## src/rtl/df_fire_node.sv

```systemverilog
module df_fire_node #(
  parameter int SLOTS  = 8,
  parameter int DW     = 32,
  parameter int NODE_W = 4,
  localparam int SW = $clog2(SLOTS),
  localparam int TW = NODE_W + SW + 3,
  localparam int IW = 5 + 2 * TW
) (
  input  logic              clk,
  input  logic              rst_n,
  input  logic              blk_commit,
  input  logic              ld_valid,
  input  logic [SW-1:0]     ld_slot,
  input  logic [IW-1:0]     ld_instr,
  input  logic              in_valid,
  input  logic [SW-1:0]     in_slot,
  input  logic [1:0]        in_pos,
  input  logic [DW-1:0]     in_data,
  output logic              out_valid,
  input  logic              out_ready,
  output logic [NODE_W-1:0] out_node,
  output logic [SW-1:0]     out_slot,
  output logic [1:0]        out_pos,
  output logic [DW-1:0]     out_data,
  output logic              op_err
);
  localparam logic [2:0] OP_MOV = 3'd5;

  logic [IW-1:0]    ins [SLOTS];
  logic [DW-1:0]    lop [SLOTS];
  logic [DW-1:0]    rop [SLOTS];
  logic [SLOTS-1:0] occ, done, lv, rv, pv, pb, rdy;
  logic [SW-1:0]    sel;
  logic             fire, dup, ld_ok;
  logic [1:0]       tmask;
  logic [TW-1:0]    tq0, tq1, cur;
  logic [DW-1:0]    res, alu, a_op, b_op;

  for (genvar g = 0; g < SLOTS; g++) begin : g_rdy
    logic [2:0] op;
    logic [1:0] pm;
    assign op = ins[g][2:0];
    assign pm = ins[g][4:3];
    assign rdy[g] = occ[g] & ~done[g] & lv[g] & (rv[g] | (op == OP_MOV)) &
                    (~pm[1] | (pv[g] & (pb[g] == pm[0])));
  end

  always_comb begin
    sel = '0;
    for (int i = SLOTS - 1; i >= 0; i--)
      if (rdy[i]) sel = SW'(i);
  end

  assign fire  = (|rdy) & ~(|tmask);
  assign ld_ok = ld_valid & ~occ[ld_slot];
  assign a_op  = lop[sel];
  assign b_op  = rop[sel];

  always_comb begin
    case (ins[sel][2:0])
      3'd0:    alu = a_op + b_op;
      3'd1:    alu = a_op - b_op;
      3'd2:    alu = a_op & b_op;
      3'd3:    alu = a_op | b_op;
      3'd4:    alu = a_op ^ b_op;
      3'd5:    alu = a_op;
      3'd6:    alu = DW'(a_op == b_op);
      default: alu = DW'($signed(a_op) < $signed(b_op));
    endcase
  end

  always_comb begin
    case (in_pos)
      2'd0:    dup = in_valid & lv[in_slot];
      2'd1:    dup = in_valid & rv[in_slot];
      2'd2:    dup = in_valid & pv[in_slot];
      default: dup = 1'b0;
    endcase
  end

  assign cur       = tmask[0] ? tq0 : tq1;
  assign out_valid = |tmask;
  assign out_pos   = cur[1:0];
  assign out_slot  = cur[SW+1:2];
  assign out_node  = cur[TW-2:SW+2];
  assign out_data  = res;

  always_ff @(posedge clk) begin
    if (ld_ok) ins[ld_slot] <= ld_instr;
    if (in_valid && !dup && in_pos == 2'd0) lop[in_slot] <= in_data;
    if (in_valid && !dup && in_pos == 2'd1) rop[in_slot] <= in_data;
    if (fire) begin
      res <= alu;
      tq0 <= ins[sel][TW+4:5];
      tq1 <= ins[sel][IW-1:TW+5];
    end
  end

  always_ff @(posedge clk) begin
    if (!rst_n || blk_commit) begin
      occ <= '0; done <= '0; lv <= '0; rv <= '0; pv <= '0; pb <= '0;
      tmask <= '0;
      op_err <= 1'b0;
    end else begin
      op_err <= dup;
      if (out_valid && out_ready) begin
        if (tmask[0]) tmask[0] <= 1'b0;
        else          tmask[1] <= 1'b0;
      end
      if (fire) begin
        done[sel] <= 1'b1;
        tmask     <= {ins[sel][IW-1], ins[sel][TW+4]};
      end
      if (ld_ok) begin
        occ[ld_slot] <= 1'b1; done[ld_slot] <= 1'b0;
        lv[ld_slot] <= 1'b0; rv[ld_slot] <= 1'b0; pv[ld_slot] <= 1'b0;
      end
      if (in_valid && !dup) begin
        case (in_pos)
          2'd0: lv[in_slot] <= 1'b1;
          2'd1: rv[in_slot] <= 1'b1;
          2'd2: begin pv[in_slot] <= 1'b1; pb[in_slot] <= in_data[0]; end
          default: ;
        endcase
      end
    end
  end

  assert_lowest_first_R3: assert property (@(posedge clk) disable iff (!rst_n)
    fire |-> (rdy & ~({SLOTS{1'b1}} << sel)) == '0);
  assert_no_refire_R4: assert property (@(posedge clk) disable iff (!rst_n)
    fire |-> !done[sel]);
  assert_pred_match_R5: assert property (@(posedge clk) disable iff (!rst_n)
    fire && ins[sel][4] |-> pv[sel] && pb[sel] == ins[sel][3]);
  assert_hold_stall_R7: assert property (@(posedge clk) disable iff (!rst_n || blk_commit)
    out_valid && !out_ready |=> out_valid && $stable(out_data) && $stable(out_node) &&
                                $stable(out_slot) && $stable(out_pos));
  assert_dup_flag_R9: assert property (@(posedge clk) disable iff (!rst_n)
    in_valid && !blk_commit && in_pos == 2'd0 && lv[in_slot] |=> op_err);
  assert_commit_drop_R11: assert property (@(posedge clk) disable iff (!rst_n)
    blk_commit |=> !out_valid && !op_err);
endmodule

```

## config.mk

```make
export PLATFORM = sky130hd
export DESIGN_NAME = df_fire_node
export DESIGN_NICKNAME = d
export VERILOG_FILES = /design/src/rtl/df_fire_node.sv
export SDC_FILE = /design/constraint.sdc
export NUM_CORES = 1
export LEC_CHECK = 0
export BUFFER_PORTS_ARGS = -buffer_cell sky130_fd_sc_hd__buf_2
export CAP_MARGIN = 20
export CORE_MARGIN = 2
export CORE_UTILIZATION = 60
export CTS_CLUSTER_DIAMETER = 120
export DETAILED_ROUTE_END_ITERATION = 16
export PLACE_DENSITY_LB_ADDON = 0.15
export SLEW_MARGIN = 15
export SYNTH_ARGS = -nofsm -noshare
export SYNTH_HDL_FRONTEND = slang
export SYNTH_SLANG_ARGS = --single-unit
```

## constraint.sdc

```tcl
create_clock -name clk -period 7.6 [get_ports clk]
set_input_delay 0 -clock clk [delete_from_list [all_inputs] [get_ports clk]]
set_output_delay 0 -clock clk [all_outputs]
set_load 0.02 [all_outputs]
```

==> metrics.md <==
| Metric | Value |
|---|---|
| Run status | `complete, no violations` |
| Average cell area after synthesis | `roughly 12 um2` |
| Reg-to-reg startpoint | `ins[3][3]` |
| Worst path max stage delay | `0.56 ns` |
| CP max FO | `24` |
| Total clock buffers created by CTS | `roughly 80` |
| Most area-consuming cells after synthesis | `edfxtp_1 63%, nand2_1 7.2%, ha_1 3.5%` |
| Routed wire per std cell | `24.5 um` |
| Sink Count | `813` |
| Unique masters post-synth | `77` |
| Die area | `62300 um2` |
| Unrepaired setup endpoints after global routing | `no` |
| Max Cap Violations | `0` |
| Number of H-tree levels | `3` |
| Share of cell area taken by muxes after synthesis | `1.73%` |
| Reg2reg end | `out_data[30]` |
| Basic-gate share of the synthesized area counting and, or, nand and nor cells | `15.6%` |
| Number of buffer cells added on primary ports | `113` |
| Clock share of power | `43.6%` |
| Number of enable-type register cells in the synthesized netlist | `762` |
| Area of the mapped netlist | `36200 um2` |
| Effective utilization at floorplan | `between 60% and 70%` |
| DP Area | `between 30000 and 40000 um2` |
| Cells traversed along the worst timing path | `xnor2_1 -> a21boi_0 -> o32a_1 -> and3b_1 -> and2_2 -> buf_4 -> nand3_1 -> and4_1 -> ha_1 -> nor2b_1 -> o31a_1 -> nor4_1 -> o311ai_0 -> buf_4 -> a21oi_1 -> a311oi_1 -> a41oi_1 -> o21bai_1 -> a311o_1 -> xnor2_1 -> o21ai_1` |
| Worst clock skew | `0.0230 ns` |
| Maximum root-to-sink buffer count | `3` |
| Least-Margin Pin Slew | `1.12 ns` |
| Capture point of the critical path | `out_data[30]` |
| Number of search-and-repair iterations in the first detailed-routing pass | `6` |
| Post-route fraction of the period consumed by the critical path | `between 80 and 90%` |
| Vias per cell | `6.25` |
| Share of async-settable or async-resettable flops after synthesis | `0%` |
| Adder-cell area share of the yosys netlist | `3.57%` |
| Aggregate routed wire length | `99900 um` |
| Yosys Warn Count | `0` |
| Resize count post-CTS | `0` |
| Power per Cell Area | `226 nW/um2` |
| Final non-filler cell area | `41100 um2` |
| CP max-delay cell | `and2_2` |
| Time the final worst path needs with I/O delays and setup | `6.79 ns` |
| Die Y-Extent | `250 um` |
| # DRC | `0` |
| Number of vias after detailed routing | `25500` |
| Die width | `250 um` |
| Worst slew margin relative to its limit | `25.0%` |
| Number of nets still failing antenna checks after routing | `0` |
| Final Max Tran Viols | `0` |
| Synthesized-area fraction occupied by ao, oa, aoi and oai cells | `8.87%` |
| Register-to-register path setup slack | `just over 0.8 ns` |
| Combinational family with the most area after synthesis | `simple AND/OR/NAND/NOR gates` |
| I/O pin total | `114` |
| Register clock-pin slew on the reported worst setup and hold paths | `roughly 0.070 ns` |
| Sort of element at the start of the critical path | `flip-flop` |
| Clock latency of the later-clocked register in the worst-skew pair | `0.64 ns` |
| Overflow left after global routing | `0` |
| Endpoint arrival time on the critical path | `slightly above 7 ns` |
| Most common cell after layout, fill and taps aside | `edfxtp_1` |
| Reg power frac | `53.3%` |
| Top cell type's share of synthesized area | `63.3%` |
| Worst vdd ir | `~0.22 mV` |
| Root buffer selected by CTS | `clkbuf_16` |
| Vias in the first global route | `24400` |
| GRT Resource Usage Total | `31.8%` |
| Internal portion of total power | `between 7000 and 8000 uW` |
| Element type at the critical path end | `flip-flop` |
| Proportion of layout cells with a drive suffix above 1 | `10.8%` |
| Antenna violations before repair | `2` |
| Overall power after layout | `between 9000 and 10000 uW` |
| Top library cells by usage in the layout, fill and taps aside | `762 x edfxtp_1, 691 x nand2_1, 234 x nand3_1, 175 x a21oi_1, 134 x nor2_1` |
| Number of storage elements in the synthesis netlist | `813` |
| Switching part of the total power | `20.2%` |
| Type of the tightest min-delay check | `in2reg` |
| Worst-case reg-to-reg path depth | `21` |
| Rows | `90` |
| Most used flip-flop cell after synthesis | `edfxtp_1` |
| First-pass GRT wire length | `roughly 150000 um` |
| Pin count of the biggest net entering global routing | `114` |
| Final hold violation count | `0` |
| Data required time at the worst endpoint | `7.97 ns` |
| Share of power burned in combinational logic | `3.1%` |
| Xor and xnor fraction of the mapped netlist area | `less than 1%` |
| Routability-driven placement congestion ratio | `0.988` |
| Total core area | `60000 um2` |
| Synthesis-to-finish area growth | `13.8%` |
| Timing startpoint of the critical path | `ins[3][3]` |
| Number of nets at the end of the flow | `3403` |
| Post-Synthesis Cells | `between 3000 and 4000` |
| TritonCTS clock tree | `done` |
| Proportion of synthesized chip area in sequential cells | `66.1%` |
| Post-synth top area cell | `edfxtp_1` |
| Post-Syn Nets | `3240` |
| Setup violation total in the final timing report | `0` |
| Max Clock Freq | `147 MHz` |
| Static Leakage | `around 0.015 uW` |
| Worst hold-check slack | `0.0834 ns` |
| Sw power | `1880 uW` |
| Half-perimeter wire length after detailed placement | `slightly above 60000 um` |
| Setup CP Type | `reg2reg` |
| Starting DRT DRC Count | `3007` |
| Total negative slack | `0 ns` |
cell families (layout without fill, tap and decap cells):
group | Yosys count | in the layout
AOI/OAI and AO/OA | 486 | 486
DFF | 813 | 813
adders and majority gates | 102 | 102
xor gates and xnor gates | 39 | 39
buffers and inverters | 298 | 524
other | 0 | 3
muxes | 58 | 58
and+or+nand+nor | 1271 | 1271
per-layer routing:
layer | share of wire (%) | global-route usage [%] | vias to the layer above
met1 | 39 | 42.0 | 12400
li1 | - | - | 11500
met3 | 8.9 | 5.39 | 255
met2 | 47 | 51.3 | 1348
met4 | 5.1 | 16.2 | 2
met5 | 0.013 | 0 | -
Yosys cell counts (21+ instances only):
cell        n
clkbuf_1  106
a211oi_1   29
nor3_1     37
dfxtp_1    51
buf_1      35
o21ai_0    70
a21oi_1   177
nor2_1    151
nand3_1   234
mux2i_1    39
or4_1      21
xnor2_1    31
nand4_1    22
edfxtp_1  762
ha_1      100
buf_2      25
nand2_1   691
inv_1     129
and4_1     32
state kept, by name (all words and copies together), names as in the netlist:
| register | flops |
|---|---|
| lop | 256 |
| rop | 256 |
| ins | 200 |
| out_data | 32 |
| tq0 | 9 |
| tq1 | 9 |
| done | 8 |
| lv | 8 |
| occ | 8 |
| pb | 8 |
| pv | 8 |
| rv | 8 |
| tmask | 2 |
| op_err | 1 |
worst min path at each step:
stage,slack [ns],cells after the start,end,startpoint
after floorplan,0.1,0,ins[0][0],ld_instr[0]
after global placement,0.26,1,ins[4][22],ld_instr[22]
after detailed placement,0.27,1,ins[7][21],ld_instr[21]
after CTS,0.04,5,lv[5],in_slot[0]
after global routing,0.08,5,lv[5],in_slot[0]
final,0.08,5,lv[5],in_slot[0]
layout make-up:
type | count | area [um2]
Inverter | 130 | 488
Multi-Input combinational cell | 1956 | 11300
Sequential cell | 813 | 23900
Timing Repair Buffer | 248 | 1810
Fill cell | 4213 | 18900
Antenna cell | 3 | 7.51
Clock buffer | 103 | 2190
Tap cell | 782 | 978
Clock inverter | 43 | 495
critical path: cells and delay by family (launching register included):
kind            cells  cell delay (ns)
buf+inv             2             0.67
xor+xnor            2             0.28
flops               1             0.39
fa+ha+maj           1             0.42
simple gates        6             1.88
compound gates     10             2.86
power groups by stage:
stage	Clock (uW)	Sequential, uW	Combinational (uW)
after detailed placement	0	5060	249
after global routing	4260	4960	308
after floorplan	0	5060	118
final	4050	4960	287
after CTS	4090	4960	279
after global placement	0	5050	242
per-stage QoR:
step / util (%) / setup WS [ns] / instances
floorplan: - / 1.62 / 3067
global placement: 62.9 / 1.17 / 3859
detailed placement: 62.9 / 1.02 / 3859
CTS: 68.5 / 1.01 / 4071
global route: 68.5 / 0.476 / 4075
finish: 68.6 / 0.811 / 4078
what timing repair did:
| item | CTS | global route |
|---|---|---|
| hold buffers | 66 | 3 |
| setup buffers | 0 | 0 |
| hold endpoints to repair | 748 | 9 |
Power figures use the tool's default switching activity.
